[config.mk]
export PLATFORM = sky130hd
export DESIGN_NAME = cmd_mailbox_if
export DESIGN_NICKNAME = d
export VERILOG_FILES = /design/src/rtl/mbox_pkg.sv /design/src/rtl/mbox_cmd_store.sv /design/src/rtl/mbox_selfclear.sv /design/src/rtl/mbox_cpl_regs.sv /design/src/rtl/mbox_fwerr_regs.sv /design/src/rtl/cmd_mailbox_if.sv
export SDC_FILE = /design/constraint.sdc
export NUM_CORES = 1
export LEC_CHECK = 0
export ABC_AREA = 1
export BUFFER_PORTS_ARGS = -buffer_cell sky130_fd_sc_hd__buf_2
export CAP_MARGIN = 5
export CORE_ASPECT_RATIO = 1.1
export CORE_MARGIN = 5
export CORE_UTILIZATION = 43
export CTS_BUF_LIST = sky130_fd_sc_hd__clkbuf_4 sky130_fd_sc_hd__clkbuf_8 sky130_fd_sc_hd__clkbuf_16
export DETAILED_ROUTE_END_ITERATION = 8
export HOLD_SLACK_MARGIN = 0.15
export PLACE_DENSITY_LB_ADDON = 0.05
export REMOVE_ABC_BUFFERS = 1
export SYNTH_ARGS = -nofsm -noshare
export SYNTH_HDL_FRONTEND = slang
export SYNTH_SLANG_ARGS = --single-unit
[constraint.sdc]
create_clock -name clk -period 1.66 [get_ports clk]
set_clock_uncertainty 0.15 [all_clocks]
set_input_delay 0.249 -clock clk [delete_from_list [all_inputs] [get_ports clk]]
set_output_delay 0.249 -clock clk [all_outputs]
set_load 0.02 [all_outputs]
[src/rtl/mbox_pkg.sv]
// Shared address map and bit positions for the command mailbox block.
// Assumes a 5-bit byte address; mailbox occupies the lowest addresses.
package mbox_pkg;
    localparam int          MBOX_BYTES = 13;
    localparam int          ADDR_W     = 5;
    localparam logic [4:0]  A_IDB      = 5'h0D;
    localparam logic [4:0]  A_ODB      = 5'h0E;
    localparam logic [4:0]  A_IE       = 5'h0F;
    localparam logic [4:0]  A_SLOT     = 5'h10;
    localparam logic [4:0]  A_STLO     = 5'h11;
    localparam logic [4:0]  A_STHI     = 5'h12;
    localparam logic [4:0]  A_ERR      = 5'h13;
    localparam logic [4:0]  A_EP1      = 5'h14;
    localparam logic [4:0]  A_EP2      = 5'h15;
    localparam int          IDB_FULL   = 0;
    localparam int          IDB_SACK   = 1;
    localparam int          IDB_RST    = 2;
    localparam int          ERR_PEND   = 2;
endpackage

[src/rtl/mbox_cmd_store.sv]
// Mailbox byte store plus the posted ("full") flag.
// Assumes byte_we is already decoded to a mailbox address; writes are
// dropped while a command is posted so the consumer sees stable bytes.
module mbox_cmd_store #(
    parameter int NB    = 13,
    localparam int IDX_W = $clog2(NB)
) (
    input  logic             clk,
    input  logic             rst_n,
    input  logic             byte_we,
    input  logic [IDX_W-1:0] byte_idx,
    input  logic [7:0]       wdata,
    input  logic             post,
    input  logic             take,
    output logic             full,
    output logic [7:0]       bytes_q [NB]
);
    // Store mailbox bytes while no command is posted.
    always_ff @(posedge clk) begin
        if (!rst_n) begin
            for (int i = 0; i < NB; i++) bytes_q[i] <= '0;
        end else if (byte_we && !full) begin
            bytes_q[byte_idx] <= wdata;
        end
    end

    // Posted flag: set by the doorbell, cleared by the consumer take.
    always_ff @(posedge clk) begin
        if (!rst_n)              full <= 1'b0;
        else if (take && full)   full <= 1'b0;
        else if (post)           full <= 1'b1;
    end
endmodule

[src/rtl/mbox_selfclear.sv]
// A bit that reads 1 for exactly LEN cycles after a start pulse.
// Assumes LEN >= 1; a new start reloads the count.
module mbox_selfclear #(
    parameter int LEN = 4,
    localparam int CW = $clog2(LEN + 1)
) (
    input  logic clk,
    input  logic rst_n,
    input  logic start,
    output logic busy
);
    logic [CW-1:0] cnt;

    // Load on start, count down to zero otherwise.
    always_ff @(posedge clk) begin
        if (!rst_n)          cnt <= '0;
        else if (start)      cnt <= CW'(LEN);
        else if (cnt != '0)  cnt <= cnt - 1'b1;
    end

    assign busy = (cnt != '0);
endmodule

[src/rtl/mbox_cpl_regs.sv]
// Completion capture: slot, status and status-available flag.
// Assumes the offered completion is held off (ready low) while a previous
// one is still unacknowledged; the clear request wins over nothing else.
module mbox_cpl_regs #(
    parameter int SLOT_W = 8,
    parameter int STAT_W = 16
) (
    input  logic              clk,
    input  logic              rst_n,
    input  logic              cpl_valid,
    input  logic [SLOT_W-1:0] cpl_slot,
    input  logic [STAT_W-1:0] cpl_status,
    input  logic              clr,
    output logic              savail,
    output logic              ready,
    output logic [SLOT_W-1:0] slot_q,
    output logic [STAT_W-1:0] status_q
);
    assign ready = !savail;

    // Latch a completion when free; clear on host acknowledge.
    always_ff @(posedge clk) begin
        if (!rst_n) begin
            savail   <= 1'b0;
            slot_q   <= '0;
            status_q <= '0;
        end else if (cpl_valid && ready) begin
            savail   <= 1'b1;
            slot_q   <= cpl_slot;
            status_q <= cpl_status;
        end else if (clr) begin
            savail   <= 1'b0;
        end
    end
endmodule

[src/rtl/mbox_fwerr_regs.sv]
// Firmware error latch: code with pending bit, and two parameter bytes.
// Assumes only the first error is kept until the host clears it.
module mbox_fwerr_regs #(
    parameter int PEND_BIT = 2
) (
    input  logic       clk,
    input  logic       rst_n,
    input  logic       err_valid,
    input  logic [7:0] err_code,
    input  logic [7:0] err_p1,
    input  logic [7:0] err_p2,
    input  logic       clr,
    output logic       pend,
    output logic [7:0] code_q,
    output logic [7:0] p1_q,
    output logic [7:0] p2_q
);
    assign pend = code_q[PEND_BIT];

    // Host clear has priority; otherwise capture when nothing is pending.
    always_ff @(posedge clk) begin
        if (!rst_n || clr) begin
            code_q <= '0;
            p1_q   <= '0;
            p2_q   <= '0;
        end else if (err_valid && !pend) begin
            code_q           <= err_code;
            code_q[PEND_BIT] <= 1'b1;
            p1_q             <= err_p1;
            p2_q             <= err_p2;
        end
    end
endmodule

[src/rtl/cmd_mailbox_if.sv]
// Host command mailbox and doorbell register block.
// Decodes byte-wide register writes, muxes reads combinationally, and ties
// together the command store, completion capture, error latch, the two
// self-clearing handshake bits, init-busy and the gated interrupt.
module cmd_mailbox_if
    import mbox_pkg::*;
#(
    parameter int SACK_CYCLES  = 1000,
    parameter int RESET_CYCLES = 5000,
    localparam int IDX_W       = $clog2(MBOX_BYTES)
) (
    input  logic                    clk,
    input  logic                    rst_n,
    input  logic                    reg_wr,
    input  logic [ADDR_W-1:0]       reg_addr,
    input  logic [7:0]              reg_wdata,
    output logic [7:0]              reg_rdata,
    output logic                    irq,
    output logic                    cons_cmd_valid,
    output logic [MBOX_BYTES*8-1:0] cons_cmd,
    input  logic                    cons_take,
    input  logic                    cpl_valid,
    input  logic [7:0]              cpl_slot,
    input  logic [15:0]             cpl_status,
    output logic                    cpl_ready,
    input  logic                    init_done,
    input  logic                    fw_err_valid,
    input  logic [7:0]              fw_err_code,
    input  logic [7:0]              fw_err_p1,
    input  logic [7:0]              fw_err_p2,
    output logic                    soft_reset
);
    logic       full, savail, sack_busy, rst_busy, init_busy, ie_q;
    logic       fwerr_pend;
    logic [7:0] mbox_q [MBOX_BYTES];
    logic [7:0] slot_q, err_q, ep1_q, ep2_q;
    logic [15:0] status_q;

    // Write decode.
    logic wr_idb, post, sack_go, rst_go, odb_clr, fwerr_clr, mbox_we;
    assign mbox_we   = reg_wr && (reg_addr < ADDR_W'(MBOX_BYTES));
    assign wr_idb    = reg_wr && (reg_addr == A_IDB);
    assign post      = wr_idb && reg_wdata[IDB_FULL];
    assign sack_go   = wr_idb && reg_wdata[IDB_SACK];
    assign rst_go    = wr_idb && reg_wdata[IDB_RST];
    assign odb_clr   = reg_wr && (reg_addr == A_ODB) && reg_wdata[0];
    assign fwerr_clr = reg_wr && (reg_addr == A_ERR) && (reg_wdata == 8'h00);

    mbox_cmd_store #(.NB(MBOX_BYTES)) u_store (
        .clk(clk), .rst_n(rst_n), .byte_we(mbox_we),
        .byte_idx(reg_addr[IDX_W-1:0]), .wdata(reg_wdata),
        .post(post), .take(cons_take), .full(full), .bytes_q(mbox_q)
    );

    mbox_selfclear #(.LEN(SACK_CYCLES)) u_sack (
        .clk(clk), .rst_n(rst_n), .start(sack_go), .busy(sack_busy)
    );

    mbox_selfclear #(.LEN(RESET_CYCLES)) u_rst (
        .clk(clk), .rst_n(rst_n), .start(rst_go), .busy(rst_busy)
    );

    mbox_cpl_regs #(.SLOT_W(8), .STAT_W(16)) u_cpl (
        .clk(clk), .rst_n(rst_n), .cpl_valid(cpl_valid), .cpl_slot(cpl_slot),
        .cpl_status(cpl_status), .clr(odb_clr), .savail(savail),
        .ready(cpl_ready), .slot_q(slot_q), .status_q(status_q)
    );

    mbox_fwerr_regs #(.PEND_BIT(ERR_PEND)) u_err (
        .clk(clk), .rst_n(rst_n), .err_valid(fw_err_valid),
        .err_code(fw_err_code), .err_p1(fw_err_p1), .err_p2(fw_err_p2),
        .clr(fwerr_clr), .pend(fwerr_pend), .code_q(err_q),
        .p1_q(ep1_q), .p2_q(ep2_q)
    );

    // Flatten the mailbox for the consumer.
    for (genvar g = 0; g < MBOX_BYTES; g++) begin : g_flat
        assign cons_cmd[g*8 +: 8] = mbox_q[g];
    end
    assign cons_cmd_valid = full;
    assign soft_reset     = rst_busy;

    // Init-busy: set out of reset, cleared once by init_done.
    always_ff @(posedge clk) begin
        if (!rst_n)          init_busy <= 1'b1;
        else if (init_done)  init_busy <= 1'b0;
    end

    // Interrupt enable register: any nonzero write enables.
    always_ff @(posedge clk) begin
        if (!rst_n)                            ie_q <= 1'b0;
        else if (reg_wr && reg_addr == A_IE)   ie_q <= (reg_wdata != 8'h00);
    end

    // Registered interrupt output.
    always_ff @(posedge clk) begin
        if (!rst_n) irq <= 1'b0;
        else        irq <= savail && ie_q;
    end

    // Read mux.
    always_comb begin
        reg_rdata = 8'h00;
        if (reg_addr < ADDR_W'(MBOX_BYTES)) begin
            reg_rdata = mbox_q[reg_addr[IDX_W-1:0]];
        end else begin
            case (reg_addr)
                A_IDB:   reg_rdata = {4'b0, init_busy, rst_busy, sack_busy, full};
                A_ODB:   reg_rdata = {7'b0, savail};
                A_IE:    reg_rdata = {7'b0, ie_q};
                A_SLOT:  reg_rdata = slot_q;
                A_STLO:  reg_rdata = status_q[7:0];
                A_STHI:  reg_rdata = status_q[15:8];
                A_ERR:   reg_rdata = err_q;
                A_EP1:   reg_rdata = ep1_q;
                A_EP2:   reg_rdata = ep2_q;
                default: reg_rdata = 8'h00;
            endcase
        end
    end
endmodule

# Word level (Yosys, flattened, before mapping)
# Cells that the tools add are included.
[classes]
add_sub_neg = 2
n_mul = 0
n_div = 0
order_cmp = 3
eq_ne = 9
n_shift = 0
muxes = 14
n_bitwise = 2
n_reduce_logical = 31
[ops]
columns = ["cell", "n"]
rows = [
  ["$bwmux W104", 1],
  ["$pmux W8 S9", 1],
  ["$bmux W8 S4", 1],
  ["$demux W8 S4", 1],
  ["$mux W8", 4],
  ["$eq A5 B5 Y1 const B", 6],
  ["$mux W13", 2],
  ["$mux W10", 2],
  ["$logic_and A1 B1 Y1", 16],
  ["$eq A5 B4 Y1 const B", 3],
  ["$reduce_bool A13 Y1", 1],
  ["$sub A13 B1 Y13 const B", 1],
  ["$reduce_bool A10 Y1", 1],
  ["$sub A10 B1 Y10 const B", 1],
  ["$logic_not A8 Y1", 1],
  ["$reduce_bool A8 Y1", 1],
  ["$reduce_bool A2 Y1", 3],
  ["$reduce_or A2 Y1", 3],
  ["$ge A5 B5 Y1 const B", 1],
  ["$lt A5 B1 Y1 const B", 1],
  ["$lt A5 B4 Y1 const B", 1],
  ["$not A4 Y5", 1],
  ["$logic_not A1 Y1", 4],
  ["$mux W1", 2],
  ["other kinds (2)", 2],
]
[word_totals]
regBits = 180
latch_bits = 0
ram_bits = 0
rom_bits = 0
out_inout_bits = 116
wordCells = 88
n_memories = 0

# Logic depth before layout (Yosys ltp)
# Gate-level depths: netlist (run 1).
[logic_depth]
depth_word = 6
mapped_depth = 12

# Modules after synthesis
# A second synthesis (run 1) with hierarchy kept.
[unflattened]
cells_unflattened = 1703
hier_area_um2 = 10067.2
[by_module_without_submodules]
columns = ["module", "instances", "cells_per_inst", "area_each_um2", "seq_area_each_um2"]
rows = [
  ["mbox_cmd_store", 1, 770, 4779.6, 2102.0],
  ["cmd_mailbox_if", 1, 422, 1796.7, 60.1],
  ["mbox_cpl_regs", 1, 162, 1081.0, 500.5],
  ["mbox_fwerr_regs", 1, 155, 1062.3, 480.5],
  ["mbox_selfclear at u_rst", 1, 114, 805.8, 260.2],
  ["mbox_selfclear at u_sack", 1, 80, 541.8, 200.2],
]

# Least setup slack after synthesis (run 1)
# No wires, ideal clock.
[synth_timing]
path_type = "reg2out"
startpoint = "register u_sack.cnt[0]"
endpoint = "output port reg_rdata[1]"
t_arrival_ps = 1392
required_ps = 1261
path_slack_ps = -131
stages_incl_launch_ff = 12
n_path_buf = 0
cell_sequence = "dfxtp_1 inv_1 ha_1 inv_1 nor2_1 nand2_1 nor2_1 nand2_1 nand2_1 nand2_1 nor2_1 nand2_1"
[synth_via]
elab_chain_len = 3
[synth_rtl]
columns = ["element", "line_no", "text"]
rows = [
  ["start: declaration", "mbox_selfclear.sv:12", "logic [CW-1:0] cnt;"],
  ["start signal: assignment", "mbox_selfclear.sv:17", "else if (start) cnt <= CW'(LEN);"],
  ["start signal: assignment", "mbox_selfclear.sv:18", "else if (cnt != '0) cnt <= cnt - 1'b1;"],
  ["$reduce_bool A10 Y1", "mbox_selfclear.sv:21", "assign busy = (cnt != '0);"],
  ["$pmux W8 S9", "cmd_mailbox_if.sv:107", "case (reg_addr)"],
  ["$mux W8", "cmd_mailbox_if.sv:104", "if (reg_addr < ADDR_W'(MBOX_BYTES)) begin"],
  ["end: declaration", "cmd_mailbox_if.sv:17", "output logic [7:0] reg_rdata,"],
]
# No other way between the ends.

# Final worst setup path (run 1)
# Same ends and word-level chain as after synthesis.

==> results of run 1 <==
==> power breakdown <==
part           internal [mW]  total (mW)  switching [mW]
Sequential              4.71        4.98           0.273
Combinational           2.61        5.31            2.71
Clock                   2.30        4.27            1.97
==> flip-flops by register name (all words and copies together), names as in the netlist <==
register,cells
u_store.full,1
u_sack.cnt,10
init_busy,1
irq,1
u_store.bytes_q,104
u_err.p2_q,8
u_cpl.savail,1
u_cpl.status_q,16
u_err.p1_q,8
u_rst.cnt,13
ie_q,1
u_err.code_q,8
u_cpl.slot_q,8
==> synth_stat cells (13+ instances only) <==
master / count / area, sq um
buf_2: 19 / 95.1
inv_1: 54 / 203
o21ai_1: 16 / 80.1
clkbuf_1: 32 / 120
nand2_1: 416 / 1560
nor3_2: 60 / 601
nand4_1: 25 / 156
nor2_2: 13 / 81.3
nand3_1: 51 / 255
a21oi_1: 84 / 420
nor2_1: 184 / 691
o21ai_0: 115 / 576
dfxtp_1: 180 / 3600
==> critical path, delay by kind of cell (launching register included) <==
kind / cells / cell delay (ps)
adder cells (fa/ha/maj): 1 / 130
buffers and inverters: 3 / 270
flip-flops: 1 / 330
AND/OR/NAND/NOR: 8 / 680
==> routing by layer <==
metal	track usage	wire length, microns	vias up
met1	0.361	14800	4819
li1	-	-	5109
met5	0	0	-
met2	0.472	16300	359
met3	0.0474	2130	69
met4	0.0742	795	0
==> timing repair <==
| item | 4_1_cts | 5_1_grt |
|---|---|---|
| setup buffers | 29 | 13 |
| hold buffers | 63 | 0 |
| pin swaps | 38 | 36 |
| gates resized for setup | 108 | 92 |
| endpoints found under the setup margin | 18 | 112 |
| hold endpoints to repair | 76 | 0 |
| gates cloned | 0 | 4 |
==> worst max-delay path by stage <==
stage | from | to | slack (ps) | cells past startpoint
finish | u_sack.cnt[0] | reg_rdata[1] | -570 | 12
global route | u_sack.cnt[1] | reg_rdata[1] | -690 | 12
CTS | u_sack.cnt[0] | reg_rdata[1] | -600 | 12
detailed placement | reg_addr[0] | reg_rdata[1] | -430 | 11
global placement | reg_addr[0] | reg_rdata[1] | -410 | 11
floorplan | reg_addr[0] | u_store.bytes_q[80] | -830 | 7
==> logic make-up after synthesis <==
logic type / share of synthesized area
and+or+nand+nor: 0.392
buffers and inverters: 0.0660
AOI/OAI and AO/OA: 0.128
DFF: 0.406
adders and majority gates: 0.00423
xor gates and xnor gates: 0.00296
==> metrics by stage <==
stage / setup TNS [ps] / cells
after detailed placement: -38550 / 1882
after global routing: -3770 / 2010
final: -2890 / 2010
after floorplan: -64560 / 1239
after global placement: -36670 / 1882
after CTS: -7410 / 2003
==> cell type report <==
type	instances	area, sq um	area share
multi-input cells	996	5060	0.371
repair buffers	482	3740	0.274
flip-flops and latches	180	3650	0.268
clock buffers	17	425	0.0312
well taps	256	320	0.0235
inverters	63	245	0.0180
clock inverters	15	188	0.0138
repair inverters	1	7.51	0.000550
==> results.yml, run 1 <==
run_status:
  violations: "setup timing"
  status: "finished, violations left"
yosys:
  synth_edf_count: 0
  synth_area_sq_mm: 0.00887
  netlist_instances: 1308
  yosysSeqAreaShare: 0.406
  async_reset_ff_frac: 0
  synth-seq-cells: 180
  synth_ff_type: "dfxtp_1"
  ys_warn_count: 0
  syn_avg_cell_area_sq_um: 6.78
  ys_types: 33
worst_setup_path:
  cp.arrival_ps: 1830
  rrSetupSlack_ps: -90
  worst_path_max_delay_cell: "dfxtp_2"
  start_kind: "flip-flop"
  required_ps: 1260
  max_stage_delay_ps: 330
  crit_path_end_kind: "output port"
  timing.rr.end: "u_sack.cnt[8]"
  path_common_cell: "nand2_2"
  r2r_start: "u_sack.cnt[0]"
  crit_fanout: 2
  reg2reg_depth: 14
  cp_cell_sequence: "inv_2 > ha_4 > inv_2 > nor2_4 > nand2_2 > nor2_4 > nand2_2 > nand2_2 > nand2_1 > nor2_1 > nand2_1 > buf_6"
  crit_type: "reg -> out"
global_routing:
  grt_pass1_vias: 10000
  grt_antenna_before_repair: 0
  grt_overflow: 0
  grt_pass1_wl_mm: 52.5
  grt_start_max_net_pins: 43
  grt_use_total: 0.276
cells_and_area:
  fin_util: 0.667
  layout_common_cells: "nand2_1 (380), buf_4 (201), buf_2 (171)"
  nets: 1812
  final_common_cell: "nand2_1"
  fillCellCount: 1802
  antenna_cells: 0
  drive_above_1_share: 0.380
  syn2layout_area_growth_pct: 53.8
  design_area_sq_mm: 0.0136
power:
  leakagePower_nw: 6.59
  peakVddDrop_uv: 828
  total_power_mw: 14.6
  p_per_area_mw_per_mm2: 1070
clock_network:
  cts.path.max_buffers: 2
  clk_pin_slew_worst_paths_ps: 70
  cts_buffers: 17
  cts_tree: "yes"
  cts_root_buffer: "clkbuf_16"
  cts_sinks: 180
  cts-htree-levels: 4
  clk_latency_ps: 430
worst_hold_path:
  hold_path_depth: 4
  hp-class: "in -> reg"
  min_from: "reg_wdata[2]"
  hold_end: "u_store.bytes_q[66]"
sta:
  worst_pin_slew_ps: 418
  fin_crit_sh: 1.34
  finalMaxSlewViolations: 0
  finalSetupViolCount: 10
  timing.fmax_ghz: 0.449
  finalHoldViolCount: 0
  max-slew-margin-rel: 0.722
  hold_slack_ps: 144
  setup_ws_ps: -568
  rsz0062_at_grt: "true"
  layout_min_cycle_time_ps: 2230
place:
  port_buffers: 182
  place.gp.congestion: 0.867
  placed_area_sq_mm: 0.0115
  hpwlAfterDp_mm: 23.9
  post-place-ws_ps: -431
drt:
  first_pass_iters: 6
  detail_route.wl_per_cell_microns: 16.9
  route.vias.total: 10400
  postRouteAntennaNets: 0
  viasPerCell: 5.15
  drt_iter0_markers: 671
  wl_mm: 34.0
  drc: 0
flow_run:
  maxCapViolCount: 0
die:
  num_rows: 55
  dieWidth_microns: 147
  start_util: 0.434
  pin_count: 184
  fp.dieArea_sq_mm: 0.0236
  die_y_microns: 161
  coreArea_sq_mm: 0.0204
Note: power is estimated with default switching activity, not from simulation.
==> run 2, diff against run 1 <==
--- a/config.mk
+++ b/config.mk
@@ -16,6 +16,7 @@
 export HOLD_SLACK_MARGIN = 0.15
 export PLACE_DENSITY_LB_ADDON = 0.05
 export REMOVE_ABC_BUFFERS = 1
+export SETUP_SLACK_MARGIN = 0.05
 export SYNTH_ARGS = -nofsm -noshare
 export SYNTH_HDL_FRONTEND = slang
 export SYNTH_SLANG_ARGS = --single-unit
==> run 2 against run 1 <==
Worst setup slack improved by 6.6 ps. The run still ends with setup timing left. Combinational power up 0.9%. Critical path depth is the same. Global-route usage barely moved. Die area did not move. Largest power group unchanged. Critical path type unchanged. Cell area is 1.2% higher. Sequential power about the same. Routed wire length increased by 0.99%. Critical endpoint unchanged. Core utilization is 0.83 points higher. Sequential cell count stayed put. Count of clock-buffer cells in the layout unchanged. Hold slack lost 1.1 ps.
==> results.yml, run 2 (synthesis gave the netlist of run 1 again) <==
worst_setup_path:
  crit_type: "reg -> out"
  crit_path_start: "u_sack.cnt[1]"
  required_ps: 1260
  start_kind: "flip-flop"
  crit_fanout: 2
  cp.arrival_ps: 1820
  r2r_start: "u_sack.cnt[0]"
  crit_path_end_kind: "output port"
  rrSetupSlack_ps: -80
cells_and_area:
  antenna_cells: 0
  reg_top3: "u_store.bytes_q: 104 flops, u_cpl.status_q: 16 flops, u_rst.cnt: 13 flops"
  design_area_sq_mm: 0.0138
  syn2layout_area_growth_pct: 55.7
  largest_reg_flops: 104
  drive_above_1_share: 0.384
  top_register: "u_store.bytes_q"
  nets: 1821
  final_common_cell: "nand2_1"
  layout_common_cells: "nand2_1 (380), buf_4 (199), buf_2 (171)"
die:
  num_rows: 55
  die_y_microns: 161
  dieWidth_microns: 147
  pin_count: 184
  fp.dieArea_sq_mm: 0.0236
  start_util: 0.434
  coreArea_sq_mm: 0.0204
place:
  post-place-ws_ps: -431
  port_buffers: 182
  placed_area_sq_mm: 0.0115
  hpwlAfterDp_mm: 23.9
  place.gp.congestion: 0.867
run_status:
  status: "finished, violations left"
  violations: "setup timing"
power:
  leakagePower_nw: 6.65
  p_clk_frac: 0.293
  combPwrFrac: 0.367
  p_switching_mw: 4.98
  p_per_area_mw_per_mm2: 1060
  p_seq_frac: 0.341
  total_power_mw: 14.6
  p_int_mw: 9.64
  swShare: 0.341
  peakVddDrop_uv: 754
sta:
  worst_pin_slew_ps: 389
  layout_min_cycle_time_ps: 2220
  tns_ps: -2860
  rsz0062_at_grt: "true"
  timing.fmax_ghz: 0.450
  fin_crit_sh: 1.34
  max-slew-margin-rel: 0.741
  finalHoldViolCount: 0
  finalSetupViolCount: 10
  finalMaxSlewViolations: 0
  setup_ws_ps: -562
flow_run:
  maxCapViolCount: 0
global_routing:
  grt_use_total: 0.276
  grt_pass1_wl_mm: 52.5
  grt_pass1_vias: 10000
  grt_overflow: 0
  grt_start_max_net_pins: 43
  grt_antenna_before_repair: 0
clock_network:
  cts_tree: "yes"
  cts_buffers: 17
  cts_sinks: 180
  cts_root_buffer: "clkbuf_16"
  clk_pin_slew_worst_paths_ps: 70
  cts.path.max_buffers: 2
  cts-htree-levels: 4
  clk_latency_ps: 430
drt:
  wl_mm: 34.3
  drc: 0
  postRouteAntennaNets: 0
  viasPerCell: 5.14
  first_pass_iters: 5
  detail_route.wl_per_cell_microns: 17.0
  drt_iter0_markers: 735
  route.vias.total: 10400
worst_hold_path:
  hp-class: "in -> reg"
  min_from: "reg_wdata[2]"
-- run 2: changes by cell type in the layout (fill, tap and decap cells not counted), moves of 2 or more --
cell	previous run	this run
buf_6	25	33
o21ai_0	106	98
o21ai_1	18	24
buf_8	0	4
nor2_2	18	14
nor2_4	18	22
buf_4	201	199
o21ai_2	7	9
-- run 2: timing repair --
action	CTS	global route
hold buffers	62	0
gates resized for setup	111	123
gates cloned	0	4
endpoints found under the setup margin	18	129
hold endpoints to repair	76	0
setup buffers	29	25
pin swaps	39	51
-- run 2: worst max-delay path, stage by stage, from the launching register on --
cell     delay [ps]
dfxtp_2         320
inv_2            70
ha_4            140
inv_2            40
nor2_4           80
nand2_2          80
nor2_4          130
nand2_2          80
nand2_1          60
nand2_1          50
nor2_1          100
nand2_1          90
buf_6           160
-- run 2: stage by stage --
stage	util	cells	hold WS (ps)
after detailed placement	0.564	1882	302
after global routing	0.676	2019	151
after floorplan	-	1239	175
after CTS	0.648	2002	168
after global placement	0.564	1882	300
final	0.676	2019	143
-- run 2: final cells by class --
cell class | instances | area (sq um)
Clock buffer | 17 | 425
Timing Repair Buffer | 491 | 3870
Sequential cell | 180 | 3650
Tap cell | 256 | 320
Fill cell | 1776 | 6630
Timing Repair inverter | 1 | 7.51
Multi-Input combinational cell | 996 | 5100
Clock inverter | 15 | 188
Inverter | 63 | 250
-- run 2: path summary, 6_finish.rpt --
path,endpoint,depth (start not counted)
worst max-delay path,reg_rdata[1],12
worst min-delay path,u_store.bytes_q[34],4
worst max register to register,u_sack.cnt[8],14
worst min register to register,u_err.p1_q[5],2
-- run 2: layer usage --
| metal | share of wire | global-route usage | vias up |
|---|---|---|---|
| li1 | - | - | 5135 |
| met1 | 0.44 | 0.362 | 4820 |
| met2 | 0.47 | 0.469 | 371 |
| met3 | 0.065 | 0.0494 | 57 |
| met4 | 0.024 | 0.0767 | 0 |
| met5 | 0 | 0 | - |
-- run 2: power by group through the flow --
stage                     Combinational [mW]  Clock [mW]  Sequential [mW]
after floorplan                         1.93           0             5.00
after global placement                  3.69           0             4.98
after detailed placement                3.75           0             4.99
after CTS                               4.80        4.32             4.93
after global routing                    5.90        4.51             5.02
final                                   5.36        4.28             4.98
==> run 3, diff against run 2 <==
--- a/config.mk
+++ b/config.mk
@@ -19,4 +19,5 @@
 export SETUP_SLACK_MARGIN = 0.05
 export SYNTH_ARGS = -nofsm -noshare
 export SYNTH_HDL_FRONTEND = slang
+export SYNTH_HIERARCHICAL = 1
 export SYNTH_SLANG_ARGS = --single-unit
==> run 3 against run 2 <==
The flow still finishes with violations (setup timing). Hold slack got worse by 28 ps. Routed wire length up 1.9%. Synthesized cell count up 30%. Critical endpoint is now reg_rdata[2]. Via count grew 7.6%. Total power decreased by 4.5%. Area after synthesis rose by 13%. Register-to-register slack improved by 200 ps. First-iteration DRC count grew 8.4%. Sequential cell count stayed put. Non-clock buffer count fell by 63. Worst setup slack better by 22 ps. Count of clock-buffer cells in the layout rose by 1.
==> results.yml, run 3 <==
run_status:
  status: "finished, violations left"
  violations: "setup timing"
cells_and_area:
  design_area_sq_mm: 0.0142
  largest_reg_flops: 104
  final_common_cell: "nand2_1"
  layout_common_cells: "nand2_1 (534), nor2_1 (275), inv_1 (266)"
  antenna_cells: 0
  reg_top3: "u_store/bytes_q: 104 flops, u_cpl/status_q: 16 flops, u_rst/cnt: 13 flops"
  syn2layout_area_growth_pct: 41.4
  top_register: "u_store/bytes_q"
  nets: 2147
  layoutNonFillerInstCount: 2388
  drive_above_1_share: 0.274
  fin_util: 0.619
die:
  die_y_microns: 170
  pin_count: 184
  start_util: 0.438
  coreArea_sq_mm: 0.0230
  num_rows: 58
  fp.dieArea_sq_mm: 0.0266
  dieWidth_microns: 156
drt:
  drt_iter0_markers: 797
  detail_route.wl_per_cell_microns: 14.7
  postRouteAntennaNets: 0
  wl_mm: 35.0
  first_pass_iters: 5
  route.vias.total: 11200
  viasPerCell: 4.68
  drc: 0
sta:
  max-slew-margin-rel: 0.619
  hold_slack_ps: 115
  finalHoldViolCount: 0
  setup_ws_ps: -540
  fin_crit_sh: 1.33
  worst_pin_slew_ps: 570
  rsz0062_at_grt: "true"
  timing.fmax_ghz: 0.455
  finalSetupViolCount: 33
  layout_min_cycle_time_ps: 2200
  finalMaxSlewViolations: 0
place:
  hpwlAfterDp_mm: 25.3
  placed_cells: 2267
  port_buffers: 182
  place.gp.congestion: 0.971
  placed_area_sq_mm: 0.0123
global_routing:
  grt_antenna_before_repair: 1
  grt_overflow: 0
  grt_use_total: 0.263
  grt_pass1_vias: 10500
  grt_pass1_wl_mm: 55.7
  grt_start_max_net_pins: 75
power:
  peakVddDrop_uv: 873
  p_per_area_mw_per_mm2: 981
  total_power_mw: 14.0
  leakagePower_nw: 7.62
clock_network:
  clk_latency_ps: 440
  cts_tree: "yes"
  cts_root_buffer: "clkbuf_16"
  clk_pin_slew_worst_paths_ps: 70
  cts_sinks: 180
  cts-htree-levels: 4
  cts_buffers: 17
  cts.path.max_buffers: 2
yosys:
  async_reset_ff_frac: 0
  synth_edf_count: 0
  syn_avg_cell_area_sq_um: 5.91
  ys_types: 33
  synth_common_cells: "nand2_1 (575), nor2_1 (279), inv_1 (272), nand3_1 (209), dfxtp_1 (180)"
  ys_warn_count: 6
  netlist_instances: 1703
  synth-seq-cells: 180
  synth_ff_type: "dfxtp_1"
  synth_area_sq_mm: 0.0101
  synth.most_common_cell: "nand2_1"
  synth_top_area_cell: "dfxtp_1"
  yosys.area.top_type_share: 0.358
  yosysSeqAreaShare: 0.358
  yosys-top-cells-area: "dfxtp_1 (36%), nand2_1 (21%), nor2_1 (10%), nand3_1 (10%), inv_1 (10%)"
worst_setup_path:
  crit_path_end_kind: "output port"
  crit_type: "reg -> out"
  required_ps: 1260
  cp.arrival_ps: 1800
  start_kind: "flip-flop"
  crit_fanout: 2
flow_run:
  maxCapViolCount: 0
worst_hold_path:
  hp-class: "in -> reg"
-- run 3: cell count changes in the layout (fill, tap and decap cells not counted), moves of 56 or more --
cell,previous run,this run
inv_1,46,266
nand2_1,380,534
nand3_1,46,190
nor2_1,163,275
o21ai_0,98,4
nor3_2,61,2
a21oi_1,80,24
-- run 3: report_power, final --
group | total, mW | leakage [nW] | switching (mW) | internal (mW)
clock | 4.26 | 0.288 | 1.86 | 2.40
combinational | 4.74 | 5.85 | 2.59 | 2.16
sequential | 4.96 | 1.49 | 0.255 | 4.71
total | 14.0 | 7.62 | 4.70 | 9.27
-- run 3: worst paths after layout --
kind / cells past startpoint / from / end / slack (ps)
setup / recovery: 10 / u_rst/cnt[0] / reg_rdata[2] / -540
hold / removal: 4 / reg_wdata[7] / ie_q / 110
setup reg to reg: 6 / u_cpl/savail / u_cpl/status_q[12] / 120
hold reg to reg: 2 / init_busy / init_busy / 330
-- run 3: cells by family after synthesis --
kind of cell / count (synthesis) / share of synthesized area
AO/OA/AOI/OAI: 38 / 0.0203
adder cells (fa/ha/maj): 3 / 0.00373
flip-flops: 180 / 0.358
XOR/XNOR: 5 / 0.00435
AND/OR/NAND/NOR: 1117 / 0.468
buffers and inverters: 360 / 0.146
-- run 3: cell type report --
type,count,area [sq um]
Multi-Input combinational cell,1163,5310
Timing Repair inverter,1,8.76
Clock inverter,13,170
Tap cell,300,375
Inverter,285,1090
Fill cell,2287,8760
Sequential cell,180,3660
Timing Repair Buffer,428,3190
Clock buffer,18,433
-- run 3: worst max-delay path, stage by stage (launching register included) --
cell and delay (ps):
dfxtp_2 330, inv_2 80, ha_4 150, nand2_4 50
nor2_4 80, nand4_1 140, nand3_1 130, nand4_1 80
nor2_1 90, nand2_1 90, buf_6 140
-- run 3: timing repair --
item                                    in CTS  in global routing
hold buffers                                65                  6
gates resized for setup                     99                 74
gates cloned                                 0                  1
pin swaps                                   38                 31
endpoints found under the setup margin      10                158
setup buffers                               18                 13
endpoints found under the hold margin       65                 12
-- run 3: stage by stage --
step	TNS [ps]	worst slack, ps
final	-3760	-540
after global routing	-6690	-672
after CTS	-10070	-560
after detailed placement	-33840	-484
after global placement	-28710	-489
after floorplan	-64080	-681
-- run 3: per-layer routing --
layer / part of all wire / up-vias / global-route usage
met3: 0.058 / 51 / 0.0440
met5: 0.00020 / - / 0
met4: 0.026 / 2 / 0.0868
met1: 0.43 / 4979 / 0.342
li1: - / 5812 / -
met2: 0.48 / 328 / 0.444
